## src/rtl/gpio_sc_pkg.sv

```systemverilog
`timescale 1ns/1ps
package gpio_sc_pkg;

  // Per-pin control features that share the set/clear write rule.
  typedef enum int unsigned {
    FEAT_OUT_VAL  = 0,
    FEAT_OUT_EN   = 1,
    FEAT_AUX1_OUT = 2,
    FEAT_AUX2_OUT = 3,
    FEAT_IN_EN    = 4,
    FEAT_AUX1_IN  = 5
  } feat_e;

  localparam int unsigned NFEAT = 6;

  // Word offsets inside a bank (byte address, bank bit excluded).
  localparam logic [7:0] OFS_OUT_VAL  = 8'h00;
  localparam logic [7:0] OFS_OUT_EN   = 8'h04;
  localparam logic [7:0] OFS_AUX1_OUT = 8'h10;
  localparam logic [7:0] OFS_AUX2_OUT = 8'h14;
  localparam logic [7:0] OFS_IN_EN    = 8'h20;
  localparam logic [7:0] OFS_LEVEL    = 8'h30;
  localparam logic [7:0] OFS_AUX1_IN  = 8'h34;
  localparam logic [7:0] OFS_RISE     = 8'h48;
  localparam logic [7:0] OFS_FALL     = 8'h4C;

  function automatic logic [7:0] feat_offset(input int unsigned idx);
    case (idx)
      FEAT_OUT_VAL:  return OFS_OUT_VAL;
      FEAT_OUT_EN:   return OFS_OUT_EN;
      FEAT_AUX1_OUT: return OFS_AUX1_OUT;
      FEAT_AUX2_OUT: return OFS_AUX2_OUT;
      FEAT_IN_EN:    return OFS_IN_EN;
      default:       return OFS_AUX1_IN;
    endcase
  endfunction

endpackage

```

## src/rtl/gpio_sc_sync.sv

```systemverilog
`timescale 1ns/1ps
// Two-flop synchronizer for asynchronous pin levels.
module gpio_sc_sync #(
  parameter int unsigned W = 32
) (
  input  logic         clk,
  input  logic         rst_n,
  input  logic [W-1:0] async_in,
  output logic [W-1:0] sync_out
);
  logic [W-1:0] stage1;

  always_ff @(posedge clk or negedge rst_n) begin
    if (!rst_n) begin
      stage1   <= '0;
      sync_out <= '0;
    end else begin
      stage1   <= async_in;
      sync_out <= stage1;
    end
  end
endmodule

```

## src/rtl/gpio_sc_setclr_reg.sv

```systemverilog
`timescale 1ns/1ps
// One banked feature register updated by set/clear strobe words.
module gpio_sc_setclr_reg #(
  parameter int unsigned NPINS  = 32,
  parameter int unsigned BANK_W = 16,
  parameter int unsigned BSEL_W = 1,
  parameter logic [NPINS-1:0] RSVD = '0
) (
  input  logic              clk,
  input  logic              rst_n,
  input  logic              wr_en,
  input  logic [BSEL_W-1:0] wr_bank,
  input  logic [BANK_W-1:0] set_bits,
  input  logic [BANK_W-1:0] clr_bits,
  output logic [NPINS-1:0]  q
);
  localparam int unsigned NBANK = NPINS / BANK_W;

  for (genvar b = 0; b < NBANK; b++) begin : g_bank
    localparam logic [BANK_W-1:0] KEEP = ~RSVD[b*BANK_W +: BANK_W];
    logic              hit;
    logic [BANK_W-1:0] bank_q;

    assign hit = wr_en && (wr_bank == BSEL_W'(b));

    always_ff @(posedge clk or negedge rst_n) begin
      if (!rst_n) begin
        bank_q <= '0;
      end else if (hit) begin
        // clear strobes override set strobes; reserved pins never hold a 1
        bank_q <= (bank_q | set_bits) & ~clr_bits & KEEP;
      end
    end

    assign q[b*BANK_W +: BANK_W] = bank_q;
  end
endmodule

```

## src/rtl/gpio_sc_edge_reg.sv

```systemverilog
`timescale 1ns/1ps
// Sticky rising/falling edge flags with write-one-to-clear per bank.
module gpio_sc_edge_reg #(
  parameter int unsigned NPINS  = 32,
  parameter int unsigned BANK_W = 16,
  parameter int unsigned BSEL_W = 1,
  parameter logic [NPINS-1:0] RSVD = '0
) (
  input  logic              clk,
  input  logic              rst_n,
  input  logic [NPINS-1:0]  lvl,
  input  logic [NPINS-1:0]  en,
  input  logic              clr_rise_en,
  input  logic              clr_fall_en,
  input  logic [BSEL_W-1:0] clr_bank,
  input  logic [BANK_W-1:0] clr_bits,
  output logic [NPINS-1:0]  rise_q,
  output logic [NPINS-1:0]  fall_q
);
  localparam int unsigned NBANK = NPINS / BANK_W;

  logic [NPINS-1:0] prev_lvl;
  logic [NPINS-1:0] rise_evt;
  logic [NPINS-1:0] fall_evt;
  logic [NPINS-1:0] rise_clr;
  logic [NPINS-1:0] fall_clr;

  always_ff @(posedge clk or negedge rst_n) begin
    if (!rst_n) prev_lvl <= '0;
    else        prev_lvl <= lvl;
  end

  assign rise_evt = lvl & ~prev_lvl & en & ~RSVD;
  assign fall_evt = ~lvl & prev_lvl & en & ~RSVD;

  for (genvar b = 0; b < NBANK; b++) begin : g_clr
    logic hit;
    assign hit = (clr_bank == BSEL_W'(b));
    assign rise_clr[b*BANK_W +: BANK_W] = (clr_rise_en && hit) ? clr_bits : '0;
    assign fall_clr[b*BANK_W +: BANK_W] = (clr_fall_en && hit) ? clr_bits : '0;
  end

  // a fresh edge is ORed in after the clear so it is never lost
  always_ff @(posedge clk or negedge rst_n) begin
    if (!rst_n) begin
      rise_q <= '0;
      fall_q <= '0;
    end else begin
      rise_q <= (rise_q & ~rise_clr) | rise_evt;
      fall_q <= (fall_q & ~fall_clr) | fall_evt;
    end
  end
endmodule

```

## src/rtl/gpio_setclr_port.sv

```systemverilog
`timescale 1ns/1ps
module gpio_setclr_port
  import gpio_sc_pkg::*;
#(
  parameter int unsigned NPINS  = 32,
  parameter int unsigned BANK_W = 16,
  parameter int unsigned ADDR_W = 8,
  parameter logic [NPINS-1:0] RSVD_MASK = 32'hE080_0000
) (
  input  logic              clk,
  input  logic              rst_n,
  input  logic              bus_wen,
  input  logic              bus_ren,
  input  logic [ADDR_W-1:0] bus_addr,
  input  logic [2*BANK_W-1:0] bus_wdata,
  output logic [2*BANK_W-1:0] bus_rdata,
  output logic              bus_rvalid,
  input  logic [NPINS-1:0]  pin_in,
  output logic [NPINS-1:0]  pad_out_val,
  output logic [NPINS-1:0]  pad_out_en,
  output logic [NPINS-1:0]  pad_in_en,
  output logic [NPINS-1:0]  pad_aux1_out,
  output logic [NPINS-1:0]  pad_aux2_out,
  output logic [NPINS-1:0]  pad_aux1_in
);
  localparam int unsigned NBANK  = NPINS / BANK_W;
  localparam int unsigned BSEL_W = $clog2(NBANK);
  localparam int unsigned OFS_W  = ADDR_W - BSEL_W;
  localparam int unsigned DATA_W = 2 * BANK_W;

  logic [BSEL_W-1:0] sel_bank;
  logic [OFS_W-1:0]  sel_ofs;
  logic [BANK_W-1:0] set_bits;
  logic [BANK_W-1:0] clr_bits;

  assign sel_bank = bus_addr[ADDR_W-1 -: BSEL_W];
  assign sel_ofs  = bus_addr[OFS_W-1:0];
  assign set_bits = bus_wdata[BANK_W-1:0];
  assign clr_bits = bus_wdata[DATA_W-1:BANK_W];

  // ---------------- feature registers ----------------
  logic [NPINS-1:0] feat_q [NFEAT];

  for (genvar f = 0; f < NFEAT; f++) begin : g_feat
    logic hit;
    assign hit = bus_wen && (sel_ofs == OFS_W'(feat_offset(f)));

    gpio_sc_setclr_reg #(
      .NPINS (NPINS),
      .BANK_W(BANK_W),
      .BSEL_W(BSEL_W),
      .RSVD  (RSVD_MASK)
    ) u_reg (
      .clk     (clk),
      .rst_n   (rst_n),
      .wr_en   (hit),
      .wr_bank (sel_bank),
      .set_bits(set_bits),
      .clr_bits(clr_bits),
      .q       (feat_q[f])
    );
  end

  assign pad_out_val  = feat_q[FEAT_OUT_VAL];
  assign pad_out_en   = feat_q[FEAT_OUT_EN];
  assign pad_in_en    = feat_q[FEAT_IN_EN];
  assign pad_aux1_out = feat_q[FEAT_AUX1_OUT];
  assign pad_aux2_out = feat_q[FEAT_AUX2_OUT];
  assign pad_aux1_in  = feat_q[FEAT_AUX1_IN];

  // ---------------- input path ----------------
  logic [NPINS-1:0] pin_sync;
  logic [NPINS-1:0] pin_lvl;
  logic [NPINS-1:0] rise_flags;
  logic [NPINS-1:0] fall_flags;

  gpio_sc_sync #(.W(NPINS)) u_sync (
    .clk     (clk),
    .rst_n   (rst_n),
    .async_in(pin_in),
    .sync_out(pin_sync)
  );

  assign pin_lvl = pin_sync & ~RSVD_MASK;

  logic clr_rise_en;
  logic clr_fall_en;
  assign clr_rise_en = bus_wen && (sel_ofs == OFS_W'(OFS_RISE));
  assign clr_fall_en = bus_wen && (sel_ofs == OFS_W'(OFS_FALL));

  gpio_sc_edge_reg #(
    .NPINS (NPINS),
    .BANK_W(BANK_W),
    .BSEL_W(BSEL_W),
    .RSVD  (RSVD_MASK)
  ) u_edge (
    .clk        (clk),
    .rst_n      (rst_n),
    .lvl        (pin_lvl),
    .en         (pad_in_en),
    .clr_rise_en(clr_rise_en),
    .clr_fall_en(clr_fall_en),
    .clr_bank   (sel_bank),
    .clr_bits   (set_bits),
    .rise_q     (rise_flags),
    .fall_q     (fall_flags)
  );

  // ---------------- read path ----------------
  logic [BANK_W-1:0] rd_word;
  int unsigned       rd_base;

  always_comb begin
    rd_base = int'(sel_bank) * BANK_W;
    rd_word = '0;
    for (int f = 0; f < NFEAT; f++) begin
      if (sel_ofs == OFS_W'(feat_offset(f))) rd_word = feat_q[f][rd_base +: BANK_W];
    end
    if (sel_ofs == OFS_W'(OFS_LEVEL)) rd_word = pin_lvl[rd_base +: BANK_W];
    if (sel_ofs == OFS_W'(OFS_RISE))  rd_word = rise_flags[rd_base +: BANK_W];
    if (sel_ofs == OFS_W'(OFS_FALL))  rd_word = fall_flags[rd_base +: BANK_W];
  end

  always_ff @(posedge clk or negedge rst_n) begin
    if (!rst_n) begin
      bus_rdata  <= '0;
      bus_rvalid <= 1'b0;
    end else begin
      bus_rvalid <= bus_ren;
      if (bus_ren) bus_rdata <= {{BANK_W{1'b0}}, rd_word};
    end
  end
endmodule

```

## config.mk

```make
export PLATFORM = sky130hd
export DESIGN_NAME = gpio_setclr_port
export DESIGN_NICKNAME = d
export VERILOG_FILES = /design/src/rtl/gpio_sc_pkg.sv /design/src/rtl/gpio_sc_sync.sv /design/src/rtl/gpio_sc_setclr_reg.sv /design/src/rtl/gpio_sc_edge_reg.sv /design/src/rtl/gpio_setclr_port.sv
export SDC_FILE = /design/constraint.sdc
export NUM_CORES = 1
export LEC_CHECK = 0
export BUFFER_PORTS_ARGS = -buffer_cell sky130_fd_sc_hd__buf_4
export CAP_MARGIN = 20
export CORE_MARGIN = 2
export CORE_UTILIZATION = 40
export CTS_BUF_LIST = sky130_fd_sc_hd__clkbuf_16
export DETAILED_ROUTE_END_ITERATION = 10
export PLACE_DENSITY_LB_ADDON = 0.3
export SLEW_MARGIN = 20
export SYNTH_ARGS = -nofsm -noshare
export SYNTH_HDL_FRONTEND = slang
export SYNTH_SLANG_ARGS = --single-unit
```

## constraint.sdc

```tcl
create_clock -name clk -period 2.9 [get_ports clk]
set_input_delay 0 -clock clk [delete_from_list [all_inputs] [get_ports clk]]
set_output_delay 0 -clock clk [all_outputs]
set_load 0.02 [all_outputs]
```

==> results of run 1 <==
==> routing by layer <==
metal  share of wire (%)  GRT usage (%)
met3                 8.4          5.054
met5                   0              0
met1                  42          37.37
met4                 3.6          9.961
met2                  46          41.69
==> layout by cell type (no fill, tap or decap), types with 6 or more instances in the layout <==
master	synthesis	layout
o31ai_1	9	9
a211oi_1	15	15
clkinv_1	1	9
buf_12	0	6
nand3_1	25	25
nor3_2	2	6
o2bb2ai_1	44	44
o211ai_1	8	8
a21oi_1	371	371
buf_4	45	303
o22ai_1	18	18
nor3_1	19	15
a32o_1	27	27
mux2i_1	77	77
nor2b_1	15	13
inv_1	28	37
mux2_2	27	27
conb_1	1	40
nor2_1	21	19
a22oi_1	12	12
a21boi_0	8	8
nand2_1	98	98
dfrtp_1	333	333
clkbuf_16	0	39
a2bb2oi_1	9	9
dlygate4sd3_1	0	80
o21ai_0	27	27
==> where the power goes <==
group	internal (µW)	switching (µW)	leakage, µW
registers	4950	238	0.00425
logic	569	797	0.00403
clock network	2430	1910	0.000575
==> synth_stat cells (all sizes together) (3+ instances only) <==
master and n:
nor2 23, o22ai 18, a21boi 8, a2bb2oi 9, nand3 25, o21ai 27
nand4b 3, mux2 27, a221oi 3, dfrtp 333, a21oi 371, o211ai 8
nor2b 16, a22oi 12, inv 28, nand2b 4, nor3 21, clkbuf 79
nor4 4, o31ai 9, nand4 4, mux2i 77, a211oi 15, nand2 98
o2bb2ai 44, buf 86, a32o 27
==> how the worst max path moves through the flow <==
stage          cells past startpoint         from                                          endpoint  slack, ns
2_1_floorplan                      7  bus_addr[1]  g_feat[5].u_reg.g_bank[1].bank_q[10]$_DFFE_PN0P_       1.29
3_3_place_gp                       7  bus_addr[4]  g_feat[2].u_reg.g_bank[0].bank_q[13]$_DFFE_PN0P_       0.77
3_5_place_dp                       7  bus_addr[4]  g_feat[2].u_reg.g_bank[0].bank_q[13]$_DFFE_PN0P_       0.69
4_1_cts                            9  bus_addr[0]   g_feat[2].u_reg.g_bank[0].bank_q[7]$_DFFE_PN0P_       0.30
5_1_grt                            9  bus_addr[0]   g_feat[2].u_reg.g_bank[0].bank_q[7]$_DFFE_PN0P_       0.02
6_report                          10  bus_addr[0]   g_feat[3].u_reg.g_bank[0].bank_q[5]$_DFFE_PN0P_       0.25
==> through the flow <==
stage               util (%)  power (µW)  area (µm²)  hold WS, ns
floorplan                  -        5939       14900      -0.2956
global placement       46.98        6504       17120      0.06079
detailed placement     46.98        6537       17120      0.06185
CTS                    52.20       10970       19020      0.01427
global route           52.20       11300       19020      0.02908
finish                 52.20       10900       19020      0.02711
==> layout make-up <==
| cell class | count | share of cell area (%) |
|---|---|---|
| clock inverters | 26 | 0.6644 |
| multi-input cells | 915 | 29.81 |
| flip-flops and latches | 333 | 43.81 |
| repair buffers | 391 | 16.94 |
| inverters | 29 | 0.5723 |
| clock buffers | 39 | 5.131 |
| well taps | 468 | 3.079 |
==> cell families after synthesis <==
kind of cell / Yosys count / share of synthesized area (%)
AO/OA/AOI/OAI: 561 / 22.66
buffers and inverters: 194 / 6.478
AND/OR/NAND/NOR: 210 / 7.080
flip-flops: 333 / 56.47
other: 1 / 0.02541
multiplexers: 104 / 7.284
==> worst register-to-register path: cells and delay by family, from the launching register on <==
kind               cells  cell delay, ns
and+or+nand+nor        1            0.16
muxes                  1            0.27
DFF                    1            0.40
AOI/OAI and AO/OA      3            0.52
==> sequential cells by signal, indices dropped and copies added, names as in the netlist <==
signal and cells:
bus_rdata 16, bus_rvalid 1, g_feat.u_reg.g_bank.bank_q 168, u_edge.fall_q 32, u_edge.prev_lvl 28, u_edge.rise_q 32
u_sync.stage1 28, u_sync.sync_out 28
==> flow_summary.toml, run 1 <==
[run_status]
status = "complete, no violations"

[cts]
cts-root-buf = "clkbuf_16"
clock-sinks = 333
cts_setup_buffers = 0
clk_latency_ns = 0.54
clk_pin_slew_ns = 0.06
cts_hold_buf = 80
cts_tree = "built"
cts_resized = 0
htree_levels = 2
cts_buffers = 39
cts_buffer_depth = 3

[sta]
setup_viol = 0
setup_ws_ns = 0.2505
worst_pin_slew_ns = 0.8979
hold_viol_final = 0
final.min_clock_period_ns = 2.649
slew_headroom_pct = 40.14
fmax_mhz = 377.4
final.setup.tns_ns = 0
grt_setup_unrepaired = "no"
final-max-slew-violation-count = 0
clock_skew_ns = 0.01551
post-route-period-util_pct = 91.36

[min_path]
worstHoldStart = "bus_addr[5]"
min_to = "bus_rdata[14]$_DFFE_PN0P_"
hp-class = "in -> reg"
whs_path_depth = 4

[route]
drtPass1Iterations = 5
vias_per_cell = 5.722
wl_mm = 52.03
via_count = 12600
drc_errors = 0
drt-initial-drc-count = 1236
wl_per_cell_um = 23.64
drtAntennaViolNets = 0

[yosys]
ys_seq_elements = 333
ys_async_sr_fraction_pct = 100.0
synth_top_area_share_pct = 56.47
syn_inst = 1403
synth_enable_flop_cells = 0
yosysUniqueCellTypes = 51
synthFlopType = "dfrtp_1"
syn_area_per_cell_um2 = 10.52
synth.area.top_cells = "dfrtp_1 56%, a21oi_1 13%, mux2i_1 5.2%"
synth-warning-count = 0
syn-cell-area_um2 = 14760
ys_seq_area_share_pct = 56.47
yosys.area.top_type = "dfrtp_1"

[layout]
fillers = 3262
multi_input_area_um2 = 5669
layout-area-overhead-vs-synth_pct = 28.91
regArea_um2 = 8333
post_route_cells_drive_above_1_share_pct = 23.37
nets = 1785
stdcell_count = 2201
num_antenna_cells = 0

[worst_setup_path]
rr_endpoint = "bus_rdata[4]$_DFFE_PN0P_"
rr_startpoint = "g_feat[1].u_reg.g_bank[1].bank_q[4]$_DFFE_PN0P_"
path_common_cell = "buf_4"
setup.worst_path.end_class = "flip-flop"
cp.arrival_ns = 3.12
worstPathMaxFanout = 24
slowest_stage = "dlygate4sd3_1"
required_ns = 3.37
path_delay_family = "buffers and inverters"
cpPeakStageDelay_ns = 0.56
r2r_slack_ns = 1.42
crit_buf_inv = 5
cp-start-kind = "input pin"
reg2reg_depth = 5
critical_path.cell_chain = "dlygate4sd3_1 > buf_4 > or4b_1 > buf_4 > nor2b_4 > nor2b_2 > buf_4 > a21oi_1 > a21oi_1 > dlygate4sd3_1"
crit_type = "in -> reg"

[floorplan]
dieArea_um2 = 38440
row_count = 70
die_h_um = 196.1
ios = 301
core-area_um2 = 36430
die_w_um = 196.1
initial_core_util_pct = 40.50

[placement]
place.gp.congestion = 0.8583
place_worst_setup_slack_ns = 0.6875
place_inst = 2056
hpwl_mm = 35.27
io_buffers = 256

[grt]
grt_max_degree = 91
grt_pass1_vias = 12370
globalRouteTotalUtil_pct = 26.77
overflow = 0
grt_pass1_wl_mm = 77.74
antenna_found_initial = 0

[pwr]
power_density_nw_per_um2 = 573.0
vdd.ir_drop.worst_mv = 0.4217
p_leak_uw = 0.008859

[run]
drv_cap = 0
No activity file was read; power rests on OpenSTA's default activity.
==> run 2: changes to the inputs <==
--- a/config.mk
+++ b/config.mk
@@ -5,13 +5,14 @@
 export SDC_FILE = /design/constraint.sdc
 export NUM_CORES = 1
 export LEC_CHECK = 0
-export BUFFER_PORTS_ARGS = -buffer_cell sky130_fd_sc_hd__buf_4
 export CAP_MARGIN = 20
 export CORE_MARGIN = 2
 export CORE_UTILIZATION = 40
 export CTS_BUF_LIST = sky130_fd_sc_hd__clkbuf_16
 export DETAILED_ROUTE_END_ITERATION = 10
+export DONT_BUFFER_PORTS = 1
 export PLACE_DENSITY_LB_ADDON = 0.3
+export REMOVE_ABC_BUFFERS = 1
 export SLEW_MARGIN = 20
 export SYNTH_ARGS = -nofsm -noshare
 export SYNTH_HDL_FRONTEND = slang
==> flow_summary.toml, run 2 (synthesis gave the netlist of run 1 again) <==
[cts]
cts-root-buf = "clkbuf_16"
clk_pin_slew_ns = 0.06
cts_hold_buf = 108
clock-sinks = 333
htree_levels = 2
cts_setup_buffers = 0
cts_tree = "built"
cts_buffers = 37
cts_buffer_depth = 3
clk_latency_ns = 0.55

[grt]
overflow = 0
grt_pass1_vias = 12040
grt_max_degree = 334
met1_usage_pct = 36.97
grt_pass1_wl_mm = 79.14
antenna_found_initial = 0
globalRouteTotalUtil_pct = 27.80
top_usage_layer = "met2"
met2_usage_pct = 43.27
grt_util_met3_pct = 7.065

[layout]
largest_reg_flops = 168
num_antenna_cells = 0
fin_util_pct = 47.55
largest-register = "g_feat.u_reg.g_bank.bank_q"
stdcell_area_um2 = 17330
layout_commonest_cell = "a21oi_1"
layout-area-overhead-vs-synth_pct = 17.43
layout_common_cells = "371 x a21oi_1, 333 x dfrtp_1, 102 x dlygate4sd3_1"
largestRegisters = "g_feat.u_reg.g_bank.bank_q: 168 flops, u_edge.fall_q: 32 flops, u_edge.rise_q: 32 flops"
nets = 1543
post_route_cells_drive_above_1_share_pct = 9.476

[pwr]
power_frac_clock_pct = 41.4
p_leak_uw = 0.007604
p_int_uw = 7819
p_switching_uw = 2754
switching_share_pct = 26.05
power_frac_seq_pct = 50.7
p_comb_share_pct = 7.9
vdd.ir_drop.worst_mv = 0.4246
power_density_nw_per_um2 = 610.2

[sta]
fmax_mhz = 371.1
post-route-period-util_pct = 92.91
whs_ns = -0.8383
slew_headroom_pct = 21.02
final-max-slew-violation-count = 0
hold_viol_final = 333
grt_setup_unrepaired = "no"
final.min_clock_period_ns = 2.694
setup_viol = 0
worst_pin_slew_ns = 1.181
setup_ws_ns = 0.2055
clock_skew_ns = 0.01913
final.setup.tns_ns = 0

[worst_setup_path]
r2r_slack_ns = 0.95
crit_path_start = "bus_addr[6]"
crit_end = "g_feat[4].u_reg.g_bank[0].bank_q[14]$_DFFE_PN0P_"
rr_endpoint = "g_feat[4].u_reg.g_bank[0].bank_q[14]$_DFFE_PN0P_"
cpPeakStageDelay_ns = 0.63
cp-start-kind = "input pin"
critical_path.cell_chain = "dlygate4sd3_1 > nor4_2 > nand2_1 > nor4_4 > buf_4 > a21oi_1 > dlygate4sd3_1 > a21oi_1 > dlygate4sd3_1"
slowest_stage = "dlygate4sd3_1"
reg2reg_depth = 4
path_common_cell = "dlygate4sd3_1"
setup.worst_path.end_class = "flip-flop"
crit_type = "in -> reg"
rr_startpoint = "g_feat[4].u_reg.g_bank[0].bank_q[14]$_DFFE_PN0P_"
required_ns = 3.39
worstPathMaxFanout = 18
cp.arrival_ns = 3.19

[run]
drv_cap = 0

[placement]
io_buffers = 0
place.gp.congestion = 0.8378
placed_area_um2 = 15090
hpwl_mm = 32.11
place_worst_setup_slack_ns = 0.8097

[floorplan]
core-area_um2 = 36430
die_h_um = 196.1
die_w_um = 196.1
ios = 301
row_count = 70
dieArea_um2 = 38440
initial_core_util_pct = 40.50

[route]
drtPass1Iterations = 5
wl_per_cell_um = 27.17
drtAntennaViolNets = 0
via_count = 11850
drc_errors = 0
wl_mm = 53.15
drt-initial-drc-count = 1198
vias_per_cell = 6.057

[run_status]
status = "complete, but fails checks"
violations = "hold timing"

[min_path]
hp-class = "in -> async"
-- run 2: power groups by stage --
stage	Clock, µW	Sequential (µW)	Combinational, µW
final	4380	5360	838
after global routing	4650	5390	912
after CTS	4460	5350	829
after detailed placement	0	5430	538
after global placement	0	5420	519
after floorplan	0	5330	442
-- run 2: area by class of cell --
type / count / area, µm²
Clock buffer: 39 / 975.9
Tap cell: 468 / 585.6
Inverter: 29 / 108.9
Timing Repair Buffer: 151 / 1496
Sequential cell: 333 / 8333
Fill cell: 3352 / 19110
Multi-Input combinational cell: 915 / 5710
Clock inverter: 21 / 116.4
-- run 2: worst max-delay path, delay by kind of cell --
kind                   cells  cell delay (ns)
AOI/OAI and AO/OA          2             0.22
buffers and inverters      4             2.07
and+or+nand+nor            3             0.88
-- run 2: through the flow --
stage          total power (µW)  cells
3_5_place_dp               5972   1788
6_report                  10570   1956
4_1_cts                   10640   1956
3_3_place_gp               5943   1788
5_1_grt                   10950   1956
2_1_floorplan              5773   1277
-- run 2: worst min path at each step --
stage	startpoint	endpoint	slack [ns]	cells after the start
after floorplan	rst_n	bus_rdata[0]$_DFFE_PN0P_	-0.30	0
final	rst_n	u_sync.stage1[2]$_DFF_PN0_	-0.84	0
after global routing	rst_n	u_sync.stage1[2]$_DFF_PN0_	-0.85	0
after global placement	rst_n	u_sync.sync_out[0]$_DFF_PN0_	-0.28	0
after detailed placement	rst_n	u_sync.stage1[2]$_DFF_PN0_	-0.28	0
after CTS	rst_n	bus_rdata[9]$_DFFE_PN0P_	-0.87	0
-- run 2: routing by layer --
| layer | share of wire [%] | wire length (µm) |
|---|---|---|
| met2 | 46 | 24690 |
| met3 | 9.3 | 4953 |
| met5 | 0 | 0 |
| met4 | 3.9 | 2056 |
| met1 | 40 | 21450 |
-- run 2: what timing repair did --
item                       CTS  global route
hold endpoints to repair   610           333
gates resized for setup      0             1
setup endpoints to repair    0            12
==> run 3: changes to the inputs <==
--- a/config.mk
+++ b/config.mk
@@ -5,7 +5,7 @@
 export SDC_FILE = /design/constraint.sdc
 export NUM_CORES = 1
 export LEC_CHECK = 0
-export CAP_MARGIN = 20
+export CAP_MARGIN = 10
 export CORE_MARGIN = 2
 export CORE_UTILIZATION = 40
 export CTS_BUF_LIST = sky130_fd_sc_hd__clkbuf_16
@@ -16,4 +16,5 @@
 export SLEW_MARGIN = 20
 export SYNTH_ARGS = -nofsm -noshare
 export SYNTH_HDL_FRONTEND = slang
+export SYNTH_HIERARCHICAL = 1
 export SYNTH_SLANG_ARGS = --single-unit
==> constraint.sdc (replaced) <==
create_clock -name clk -period 2.7 [get_ports clk]
set_input_delay 0 -clock clk [delete_from_list [all_inputs] [get_ports clk]]
set_output_delay 0 -clock clk [all_outputs]
set_load 0.02 [all_outputs]
==> flow_summary.toml, run 3 <==
[worst_setup_path]
required_ns = 3.14
crit_type = "in -> reg"
cp-start-kind = "input pin"
cp.arrival_ns = 3.03
worstPathMaxFanout = 9
setup.worst_path.end_class = "flip-flop"

[sta]
worst_pin_slew_ns = 0.8041
grt_setup_unrepaired = "no"
final-max-slew-violation-count = 0
whs_ns = -0.8594
slew_headroom_pct = 45.98
final.min_clock_period_ns = 2.596
setup_viol = 0
hold_viol_final = 333
fmax_mhz = 385.3
clock_skew_ns = 0.02688
setup_ws_ns = 0.1044
post-route-period-util_pct = 96.13

[cts]
clk_pin_slew_ns = 0.06
cts_tree = "built"
clk_latency_ns = 0.55
cts_hold_buf = 312
cts_setup_buffers = 0
clock-sinks = 333
cts-root-buf = "clkbuf_16"
cts_buffers = 39
cts_buffer_depth = 3
htree_levels = 2

[floorplan]
die_w_um = 207.9
core-area_um2 = 40920
initial_core_util_pct = 40.64
dieArea_um2 = 43220
ios = 301
die_h_um = 207.9
row_count = 74

[placement]
io_buffers = 0
hpwl_mm = 34.58
place_worst_setup_slack_ns = 0.5401
place.gp.congestion = 0.8206

[layout]
layout-area-overhead-vs-synth_pct = 26.15
num_antenna_cells = 0
nets = 1769
fillers = 3623
multi_input_area_um2 = 7218
layout_commonest_cell = "dfrtp_1"
post_route_cells_drive_above_1_share_pct = 15.65
largest_reg_flops = 168
layout_common_cells = "333 x dfrtp_1, 306 x dlygate4sd3_1, 108 x mux2i_1"
regArea_um2 = 8333
largest-register = "g_feat.u_reg/g_bank.bank_q"
largestRegisters = "g_feat.u_reg/g_bank.bank_q: 168 flops, u_edge/fall_q: 32 flops, u_edge/rise_q: 32 flops"

[route]
via_count = 13700
drt-initial-drc-count = 1201
drtAntennaViolNets = 0
wl_per_cell_um = 27.90
drtPass1Iterations = 6
vias_per_cell = 6.088
drc_errors = 0
wl_mm = 62.80

[pwr]
vdd.ir_drop.worst_mv = 0.4733
power_density_nw_per_um2 = 551.8
p_leak_uw = 0.009482

[grt]
antenna_found_initial = 1
grt_max_degree = 334
grt_pass1_vias = 13990
overflow = 0
grt_pass1_wl_mm = 92.88
globalRouteTotalUtil_pct = 28.65

[run_status]
status = "complete, but fails checks"
violations = "hold timing"

[run]
drv_cap = 0

[yosys]
syn_inst = 1424
synth-warning-count = 6
syn_area_per_cell_um2 = 11.68
syn-cell-area_um2 = 16630

[min_path]
hp-class = "in -> async"
[run 3: worst max-delay path, cell delays in order]
cell,delay (ns)
dlygate4sd3_1,0.56
nor4b_2,0.58
and3_1,0.26
buf_4,0.27
nand2_1,0.08
o2111ai_1,0.09
dlygate4sd3_1,0.57
o31ai_1,0.06
dlygate4sd3_1,0.55
[run 3: what timing repair did]
item / CTS / global route
gates resized for setup: 0 / 2
endpoints found under the hold margin: 610 / 333
setup endpoints to repair: 0 / 12
[run 3: worst paths after layout]
check                                                  from                            end  slack (ns)  depth (start not counted)
worst max-delay path                            bus_addr[1]      bus_rdata[10]$_DFFE_PN0P_        0.10                          9
worst min-delay path                                  rst_n     u_sync/stage1[4]$_DFF_PN0_       -0.86                          0
max in group asynchronous                             rst_n    u_sync/stage1[13]$_DFF_PN0_        2.92                          0
worst min register to register  u_sync/stage1[19]$_DFF_PN0_  u_sync/sync_out[19]$_DFF_PN0_        0.35                          0
min in group clk                                bus_addr[7]      bus_rdata[13]$_DFFE_PN0P_           0                          3
worst max register to register  u_edge/fall_q[12]$_DFF_PN0_      bus_rdata[12]$_DFFE_PN0P_        0.18                          7
[run 3: power breakdown]
part / total, µW / leakage [µW] / internal, µW / switching, µW
clock network: 4700 / 0.000585 / 2610 / 2090
logic: 1090 / 0.00464 / 578 / 510
registers: 5790 / 0.00425 / 5320 / 470
[run 3: final cells by class]
type                            count  area share, %
Sequential cell                   333          39.72
Multi-Input combinational cell    931          34.41
Timing Repair Buffer              345          16.68
Clock buffer                       39          4.652
Tap cell                          532          3.173
Inverter                           43         0.7694
Clock inverter                     28         0.5905
[run 3: stage by stage]
step / TNS, ns / power [µW] / instances / cell area, µm² / utilization, %
finish: 0 / 11580 / 2251 / 20980 / 51.26
global route: 0 / 11990 / 2251 / 20980 / 51.26
floorplan: -32.20 / 6278 / 1307 / 15620 / -
detailed placement: 0 / 6498 / 1873 / 16690 / 40.79
CTS: 0 / 11640 / 2252 / 20980 / 51.27
global placement: 0 / 6461 / 1873 / 16690 / 40.79
[run 3: per-layer routing]
metal / wire length [µm] / track usage (%) / share of wire [%]
met1: 25530 / 37.73 / 41
met2: 28380 / 43.90 / 45
met3: 6050 / 8.272 / 9.6
met4: 2843 / 12.74 / 4.5
met5: 0 / 0 / 0
